--- src/rtl/rtc_pkg.sv ---
package rtc_pkg;

   localparam int unsigned NUM_CH = 2;

   // register byte offsets
   localparam logic [7:0] OFF_STATUS   = 8'h00;
   localparam logic [7:0] OFF_CFG_BASE = 8'h04;
   localparam logic [7:0] OFF_TIME     = 8'h0C;
   localparam logic [7:0] OFF_CMP_BASE = 8'h10;

   // per-channel configuration: bit2 one_hz, bit1 per_en, bit0 al_en
   typedef struct packed {
      logic one_hz;
      logic per_en;
      logic al_en;
   } ch_cfg_t;

endpackage

--- src/rtl/rtc_prescaler.sv ---
module rtc_prescaler #(
   parameter int unsigned DIV = 32768
) (
   input  logic clk,
   input  logic rst_n,
   input  logic restart,
   output logic tick
);
   localparam int unsigned CW = (DIV > 2) ? $clog2(DIV) : 1;

   if (DIV < 2) begin : g_bad_div
      $error("rtc_prescaler: DIV must be at least 2");
   end

   logic [CW-1:0] cnt_q;

   assign tick = (cnt_q == CW'(DIV - 1));

   always_ff @(posedge clk or negedge rst_n) begin
      if (!rst_n)       cnt_q <= '0;
      else if (restart) cnt_q <= '0;
      else if (tick)    cnt_q <= '0;
      else              cnt_q <= cnt_q + 1'b1;
   end

   // two ticks are never adjacent
   assert_tick_gap_R2: assert property (@(posedge clk) disable iff (!rst_n)
      tick |=> !tick);

endmodule

--- src/rtl/rtc_write_settle.sv ---
module rtc_write_settle #(
   parameter int unsigned ADDR_W     = 5,
   parameter int unsigned DATA_W     = 32,
   parameter int unsigned SETTLE_CYC = 1250
) (
   input  logic              clk,
   input  logic              rst_n,
   input  logic              wr_en,
   input  logic [ADDR_W-1:0] wr_addr,
   input  logic [DATA_W-1:0] wr_data,
   output logic              commit,
   output logic [ADDR_W-1:0] commit_addr,
   output logic [DATA_W-1:0] commit_data
);
   localparam int unsigned CW = $clog2(SETTLE_CYC + 1);

   if (SETTLE_CYC < 1) begin : g_bad_settle
      $error("rtc_write_settle: SETTLE_CYC must be at least 1");
   end

   logic              pend_q;
   logic [CW-1:0]     left_q;
   logic [ADDR_W-1:0] addr_q;
   logic [DATA_W-1:0] data_q;

   // flush early when a newer write arrives
   assign commit      = pend_q && ((left_q == CW'(1)) || wr_en);
   assign commit_addr = addr_q;
   assign commit_data = data_q;

   always_ff @(posedge clk or negedge rst_n) begin
      if (!rst_n) begin
         pend_q <= 1'b0;
         left_q <= '0;
         addr_q <= '0;
         data_q <= '0;
      end else if (wr_en) begin
         pend_q <= 1'b1;
         left_q <= CW'(SETTLE_CYC);
         addr_q <= wr_addr;
         data_q <= wr_data;
      end else if (commit) begin
         pend_q <= 1'b0;
         left_q <= '0;
      end else if (pend_q) begin
         left_q <= left_q - 1'b1;
      end
   end

   assert_accept_R3: assert property (@(posedge clk) disable iff (!rst_n)
      wr_en |=> pend_q && (left_q == CW'(SETTLE_CYC)));

   assert_hold_R3: assert property (@(posedge clk) disable iff (!rst_n)
      (pend_q && !wr_en && (left_q != CW'(1))) |=>
         pend_q && $stable(addr_q) && $stable(data_q));

   assert_flush_R4: assert property (@(posedge clk) disable iff (!rst_n)
      (wr_en && pend_q) |-> commit);

endmodule

--- src/rtl/rtc_alarm_unit.sv ---
module rtc_alarm_unit
   import rtc_pkg::*;
#(
   parameter int unsigned TIME_W       = 32,
   parameter bit          HAS_PERIODIC = 1'b1
) (
   input  logic              clk,
   input  logic              rst_n,
   input  logic              sec_evt,
   input  logic              fast_evt,
   input  logic [TIME_W-1:0] secs_next,
   input  logic              cmp_wr,
   input  logic [TIME_W-1:0] cmp_wdata,
   input  logic              cfg_wr,
   input  ch_cfg_t           cfg_wdata,
   input  logic              clr_al,
   input  logic              clr_per,
   output logic [TIME_W-1:0] cmp_val,
   output ch_cfg_t           cfg_val,
   output logic              flag_al,
   output logic              flag_per,
   output logic              irq
);
   logic [TIME_W-1:0] cmp_q;
   ch_cfg_t           cfg_q;
   logic              al_q;
   logic              al_hit;

   always_ff @(posedge clk or negedge rst_n) begin
      if (!rst_n) begin
         cmp_q <= '0;
         cfg_q <= '0;
      end else begin
         if (cmp_wr) cmp_q <= cmp_wdata;
         if (cfg_wr) cfg_q <= cfg_wdata;
      end
   end

   assign al_hit = sec_evt && (secs_next == cmp_q);

   always_ff @(posedge clk or negedge rst_n) begin
      if (!rst_n) al_q <= 1'b0;
      else        al_q <= al_hit || (al_q && !clr_al);
   end

   if (HAS_PERIODIC) begin : g_per
      logic per_q;
      logic per_hit;
      assign per_hit = cfg_q.per_en && (cfg_q.one_hz ? sec_evt : fast_evt);
      always_ff @(posedge clk or negedge rst_n) begin
         if (!rst_n) per_q <= 1'b0;
         else        per_q <= per_hit || (per_q && !clr_per);
      end
      assign flag_per = per_q;
   end else begin : g_no_per
      logic unused_per;
      assign unused_per = fast_evt ^ clr_per;
      assign flag_per   = 1'b0;
   end

   assign cmp_val = cmp_q;
   assign cfg_val = cfg_q;
   assign flag_al = al_q;
   assign irq     = (al_q && cfg_q.al_en) || (flag_per && cfg_q.per_en);

   assert_flag_hold_R6: assert property (@(posedge clk) disable iff (!rst_n)
      (flag_al && !clr_al) |=> flag_al);

   assert_w1c_R7: assert property (@(posedge clk) disable iff (!rst_n)
      (clr_al && !sec_evt) |=> !flag_al);

   assert_irq_source_R8: assert property (@(posedge clk) disable iff (!rst_n)
      irq |-> (flag_al || flag_per));

endmodule

--- src/rtl/rtc_secs_core.sv ---
module rtc_secs_core
   import rtc_pkg::*;
#(
   parameter int unsigned DATA_W       = 32,
   parameter int unsigned ADDR_W       = 5,
   parameter int unsigned TIME_W       = 32,
   parameter int unsigned TICK_DIV     = 250_000_000,
   parameter int unsigned SUB_DIV      = 250_000,
   parameter int unsigned SETTLE_CYC   = 1250,
   parameter bit          HAS_PERIODIC = 1'b1
) (
   input  logic              clk,
   input  logic              rst_n,
   input  logic              bus_wr_en,
   input  logic              bus_rd_en,
   input  logic [ADDR_W-1:0] bus_addr,
   input  logic [DATA_W-1:0] bus_wdata,
   output logic [DATA_W-1:0] bus_rdata,
   output logic [NUM_CH-1:0] irq_o
);
   localparam int unsigned STAT_W = 2 * NUM_CH;

   if (TIME_W > DATA_W) begin : g_bad_time_w
      $error("rtc_secs_core: TIME_W exceeds DATA_W");
   end
   if (ADDR_W < 5) begin : g_bad_addr_w
      $error("rtc_secs_core: ADDR_W too small for the register map");
   end
   if (DATA_W < STAT_W) begin : g_bad_data_w
      $error("rtc_secs_core: DATA_W too small for status");
   end

   logic              commit;
   logic [ADDR_W-1:0] c_addr;
   logic [DATA_W-1:0] c_data;

   rtc_write_settle #(
      .ADDR_W(ADDR_W), .DATA_W(DATA_W), .SETTLE_CYC(SETTLE_CYC)
   ) u_settle (
      .clk(clk), .rst_n(rst_n),
      .wr_en(bus_wr_en), .wr_addr(bus_addr), .wr_data(bus_wdata),
      .commit(commit), .commit_addr(c_addr), .commit_data(c_data)
   );

   logic time_load;
   logic stat_wr;
   logic sec_tick;
   logic fast_tick;
   logic sec_evt;

   assign time_load = commit && (c_addr == ADDR_W'(OFF_TIME));
   assign stat_wr   = commit && (c_addr == ADDR_W'(OFF_STATUS));

   rtc_prescaler #(.DIV(TICK_DIV)) u_sec_div (
      .clk(clk), .rst_n(rst_n), .restart(time_load), .tick(sec_tick)
   );

   rtc_prescaler #(.DIV(SUB_DIV)) u_fast_div (
      .clk(clk), .rst_n(rst_n), .restart(1'b0), .tick(fast_tick)
   );

   // a load wins over an increment on the same edge
   assign sec_evt = sec_tick && !time_load;

   logic [TIME_W-1:0] secs_q;
   logic [TIME_W-1:0] secs_next;

   assign secs_next = secs_q + 1'b1;

   always_ff @(posedge clk or negedge rst_n) begin
      if (!rst_n)         secs_q <= '0;
      else if (time_load) secs_q <= c_data[TIME_W-1:0];
      else if (sec_evt)   secs_q <= secs_next;
   end

   logic [TIME_W-1:0] cmp_val [NUM_CH];
   ch_cfg_t           cfg_val [NUM_CH];
   logic [NUM_CH-1:0] flag_al;
   logic [NUM_CH-1:0] flag_per;

   for (genvar ch = 0; ch < NUM_CH; ch++) begin : g_ch
      localparam logic [7:0] CFG_OFF = OFF_CFG_BASE + 8'(4 * ch);
      localparam logic [7:0] CMP_OFF = OFF_CMP_BASE + 8'(4 * ch);

      logic cfg_wr;
      logic cmp_wr;
      assign cfg_wr = commit && (c_addr == ADDR_W'(CFG_OFF));
      assign cmp_wr = commit && (c_addr == ADDR_W'(CMP_OFF));

      rtc_alarm_unit #(
         .TIME_W(TIME_W), .HAS_PERIODIC(HAS_PERIODIC)
      ) u_ch (
         .clk(clk), .rst_n(rst_n),
         .sec_evt(sec_evt), .fast_evt(fast_tick), .secs_next(secs_next),
         .cmp_wr(cmp_wr), .cmp_wdata(c_data[TIME_W-1:0]),
         .cfg_wr(cfg_wr), .cfg_wdata(ch_cfg_t'(c_data[2:0])),
         .clr_al(stat_wr && c_data[ch]),
         .clr_per(stat_wr && c_data[NUM_CH + ch]),
         .cmp_val(cmp_val[ch]), .cfg_val(cfg_val[ch]),
         .flag_al(flag_al[ch]), .flag_per(flag_per[ch]),
         .irq(irq_o[ch])
      );
   end

   logic [STAT_W-1:0] status;
   logic [DATA_W-1:0] rd_mux;

   assign status = {flag_per, flag_al};

   always_comb begin
      rd_mux = '0;
      if (bus_addr == ADDR_W'(OFF_STATUS))
         rd_mux = DATA_W'(status);
      else if (bus_addr == ADDR_W'(OFF_TIME))
         rd_mux = DATA_W'(secs_q);
      for (int ch = 0; ch < NUM_CH; ch++) begin
         if (bus_addr == ADDR_W'(OFF_CFG_BASE + 8'(4 * ch)))
            rd_mux = DATA_W'(cfg_val[ch]);
         if (bus_addr == ADDR_W'(OFF_CMP_BASE + 8'(4 * ch)))
            rd_mux = DATA_W'(cmp_val[ch]);
      end
   end

   always_ff @(posedge clk or negedge rst_n) begin
      if (!rst_n)         bus_rdata <= '0;
      else if (bus_rd_en) bus_rdata <= rd_mux;
   end

   assert_secs_hold_R2: assert property (@(posedge clk) disable iff (!rst_n)
      (!sec_tick && !time_load) |=> $stable(secs_q));

   assert_time_load_R5: assert property (@(posedge clk) disable iff (!rst_n)
      time_load |=> (secs_q == $past(c_data[TIME_W-1:0])));

   assert_rd_hold_R10: assert property (@(posedge clk) disable iff (!rst_n)
      !bus_rd_en |=> $stable(bus_rdata));

endmodule

--- config.mk ---
export PLATFORM = sky130hd
export DESIGN_NAME = rtc_secs_core
export DESIGN_NICKNAME = d
export VERILOG_FILES = /design/src/rtl/rtc_pkg.sv /design/src/rtl/rtc_prescaler.sv /design/src/rtl/rtc_write_settle.sv /design/src/rtl/rtc_alarm_unit.sv /design/src/rtl/rtc_secs_core.sv
export SDC_FILE = /design/constraint.sdc
export NUM_CORES = 1
export LEC_CHECK = 0
export ABC_AREA = 1
export BUFFER_PORTS_ARGS = -buffer_cell sky130_fd_sc_hd__buf_2
export CAP_MARGIN = 25
export CORE_MARGIN = 1.5
export CORE_UTILIZATION = 62
export DETAILED_ROUTE_END_ITERATION = 12
export PLACE_DENSITY = 0.88
export SYNTH_ARGS = -nofsm -noshare
export SYNTH_HDL_FRONTEND = slang
export SYNTH_SLANG_ARGS = --single-unit
--- constraint.sdc ---
create_clock -name clk -period 2.4 [get_ports clk]
set_clock_uncertainty 0.15 [all_clocks]
set_input_delay 0.12 -clock clk [delete_from_list [all_inputs] [get_ports clk]]
set_output_delay 0.12 -clock clk [all_outputs]
set_load 0.03 [all_outputs]
==> flow_summary_export.csv <==
group,metric,value,unit
floorplan,die_h,145,um
timing,relSlewSlack,0.487,
timing,post-route-period-util,0.964,
finish,area_growth,18.4,%
critical_path,r2r_setup_slack,0.09,ns
critical_path,crit_path_frequent_cell,"nand2_1",
route,viasPerCell,5.89,
synth,ys_ff_latch,233,
critical_path,reg2reg_from,"secs_q[15]$_DFFE_PN0P_",
route,routed_wl,35.6,mm
clocking,path_clk_slew,0.07,ns
synth,yosysSeqAreaShare,0.464,
route,maxUsedRoutingLayer,"met4",
global_route,antenna_found_initial,0,
clocking,cts-root-buf,"clkbuf_16",
flow_run,maxCapViolCount,0,
global_route,grt_max_degree,76,
clocking,htreeDepth,1,
run_status,status,"complete, no violations",
critical_path,startpoint_type,"flop",
synth,synth_edf_count,0,
finish,final_common_cell,"nand2_1",
clocking,clk_latency,0.54,ns
power,worst_ir_drop_vdd,0.610,mV
route,routedLengthMet1,14.7,mm
critical_path,worst_r2r_path_depth,14,
synth,syn_area,12600,um^2
timing,fin_tns_setup,0,ns
route,ant_nets,0,
critical_path,r2r-end,"g_ch[1].u_ch.flag_al$_DFF_PN0_",
critical_path,worstPathRequired,2.72,ns
power,p_leak,7.10,nW
floorplan,core_area,19700,um^2
critical_path,worstSetupStartpoint,"secs_q[15]$_DFFE_PN0P_",
timing,hold_violations,0,
floorplan,ios,75,
place,place.gp.congestion,0.971,
finish,fin_nets,1838,
route,wl_met3,3.37,mm
synth,async_reset_ff_frac,1.00,
finish,most-common-layout-cells,"nand2_1 (469), dfrtp_1 (229), inv_1 (200)",
critical_path,critPathCaptureType,"flop",
power,powerDensity,867,nW/um^2
global_route,grt_pass1_vias,12009,
synth,synthesis.nets,1714,
clocking,cts_sinks,233,
critical_path,crit_family,"simple AND/OR/NAND/NOR gates",
place,place_area,13400,um^2
global_route,overflow,0,
synth,synthDistinctLibCells,44,
finish,diodes,0,
critical_path,critical_path.max_stage_delay,0.48,ns
place,io_buffers,74,
clocking,cts_tree,"yes",
route,num_vias,12227,
route,first_pass_iters,8,
floorplan,die_area,21100,um^2
finish,final_area,14900,um^2
critical_path,crit_buf_inv,0,
finish,utilization,0.757,
critical_path,cp_max_fo,5,
place,hpwlAfterDp,23.7,mm
critical_path,crit_chain,"nand2_1, nor2_2, nand2_1, nor2_1, nand2_1, nand2_1, nand2_1, nand2_1, nand2_1, nor2_1, nand2_1, nor2_1, nand3_1, nand2_1",
synth,synth.avg_cell_area,7.53,um^2
clocking,cts_buffers,25,
finish,drive_gt1_frac,0.131,
critical_path,worst_path_max_delay_cell,"dfrtp_1",
global_route,grt_pass1_wl,59.1,mm
route,drc,0,
timing,period_minus_slack,2.31,ns
route,met2_length,16.5,mm
clocking,clockBufferDepth,3,
synth,synthFlopType,"dfrtp_1",
global_route,track_usage,0.340,
timing,worst_slew_pin_slew,0.761,ns
timing,slew_violations,0,
timing,setup_viol,0,
floorplan,rows,51,
synth,yosys_warnings,0,
critical_path,cp_data_arrival_time,2.64,ns
route,routedWlPerCell,17.2,um
floorplan,die_x,145,um
route,drt_iter0_drc,1338,
synth,netlist_instances,1668,
timing,max_freq,432,MHz
critical_path,path_class,"flop to flop",
floorplan,initial_core_util,0.639,
hold_path,min_path_type,"input port to asynchronous set/reset pin",
[flip-flops by register name (all words and copies together), names as in the netlist]
register	flops
g_ch.u_ch.cmp_val	64
bus_rdata	32
secs_q	32
u_settle.commit_data	32
u_sec_div.cnt_q	28
u_fast_div.cnt_q	18
u_settle.left_q	11
g_ch.u_ch.cfg_val	6
u_settle.commit_addr	5
g_ch.u_ch.flag_al	2
g_ch.u_ch.flag_per	2
u_settle.pend_q	1
[synth_stat cells (all sizes together), types with 4 or more instances]
| library cell | instances | share of area |
|---|---|---|
| dfrtp | 233 | 0.46 |
| buf | 11 | 0.0051 |
| ha | 5 | 0.0050 |
| o21ai | 168 | 0.068 |
| inv | 202 | 0.060 |
| o22ai | 32 | 0.016 |
| nand3b | 18 | 0.011 |
| nand4 | 22 | 0.011 |
| o221ai | 36 | 0.025 |
| nor2 | 154 | 0.057 |
| clkbuf | 44 | 0.013 |
| xor2 | 18 | 0.013 |
| nand3 | 124 | 0.051 |
| nor4 | 4 | 0.0020 |
| xnor2 | 6 | 0.0042 |
| nor3 | 26 | 0.011 |
| nand2 | 501 | 0.16 |
| a21oi | 45 | 0.018 |
[worst max-delay path by stage]
stage / to / slack, ns / depth (start not counted)
global placement: g_ch[0].u_ch.flag_al$_DFF_PN0_ / 0.12 / 13
detailed placement: g_ch[1].u_ch.flag_al$_DFF_PN0_ / 0.11 / 12
floorplan: g_ch[1].u_ch.flag_al$_DFF_PN0_ / 0.45 / 12
finish: g_ch[1].u_ch.flag_al$_DFF_PN0_ / 0.09 / 14
global route: g_ch[1].u_ch.flag_al$_DFF_PN0_ / -0.02 / 15
CTS: g_ch[1].u_ch.flag_al$_DFF_PN0_ / 0.08 / 13
[stage by stage]
step | power [W] | hold WS (ns) | worst slack [ns] | std cells
3_3_place_gp | 0.00806 | -0.0257 | 0.120 | 1985
4_1_cts | 0.0128 | 0.0255 | 0.0843 | 2070
2_1_floorplan | 0.00728 | -0.326 | 0.450 | 1668
5_1_grt | 0.0136 | 0.0643 | -0.0153 | 2075
3_5_place_dp | 0.00819 | -0.0259 | 0.110 | 1985
6_report | 0.0129 | 0.00406 | 0.0852 | 2075
[power breakdown]
part | switching [W] | internal [W]
clock | 0.00162 | 0.00290
sequential | 0.000704 | 0.00462
combinational | 0.00193 | 0.00113
total | 0.00425 | 0.00865
[timing repair]
action / 4_1_cts / 5_1_grt
buffers inserted: 0 / 4
endpoints found under the setup margin: 0 / 8
hold buffers: 40 / 0
endpoints found under the hold margin: 281 / 0
gates resized for setup: 0 / 26
[cells by family (layout without fill, tap and decap cells)]
group                    count (synthesis)  in the layout  share of synthesized area
AO/OA/AOI/OAI                          295            295                      0.135
XOR/XNOR                                24             24                     0.0167
buffers and inverters                  258            399                     0.0789
adder cells (fa/ha/maj)                  5              5                    0.00498
flip-flops                             233            233                      0.464
AND/OR/NAND/NOR                        853            854                      0.300
[worst reg2reg max path, delay by kind of cell (launching register included)]
kind	cells	cell delay, ns
AND/OR/NAND/NOR	14	1.63
flip-flops	1	0.48
[area by class of cell]
cell class                 count  area (um^2)
clock inverter                 9          220
inverter                     203          762
multi-input combinational   1178         5840
fill                        1519         4780
tap                          265          332
sequential                   233         5840
clock buffer                  36          747
timing repair buffer         151         1130
[routing by layer]
layer / global-route usage / vias up
met5: 0 / -
met4: 0.116 / 0
met3: 0.0539 / 97
met2: 0.547 / 631
met1: 0.472 / 5796
li1: - / 5703
No activity file was read; power rests on OpenSTA's default activity.
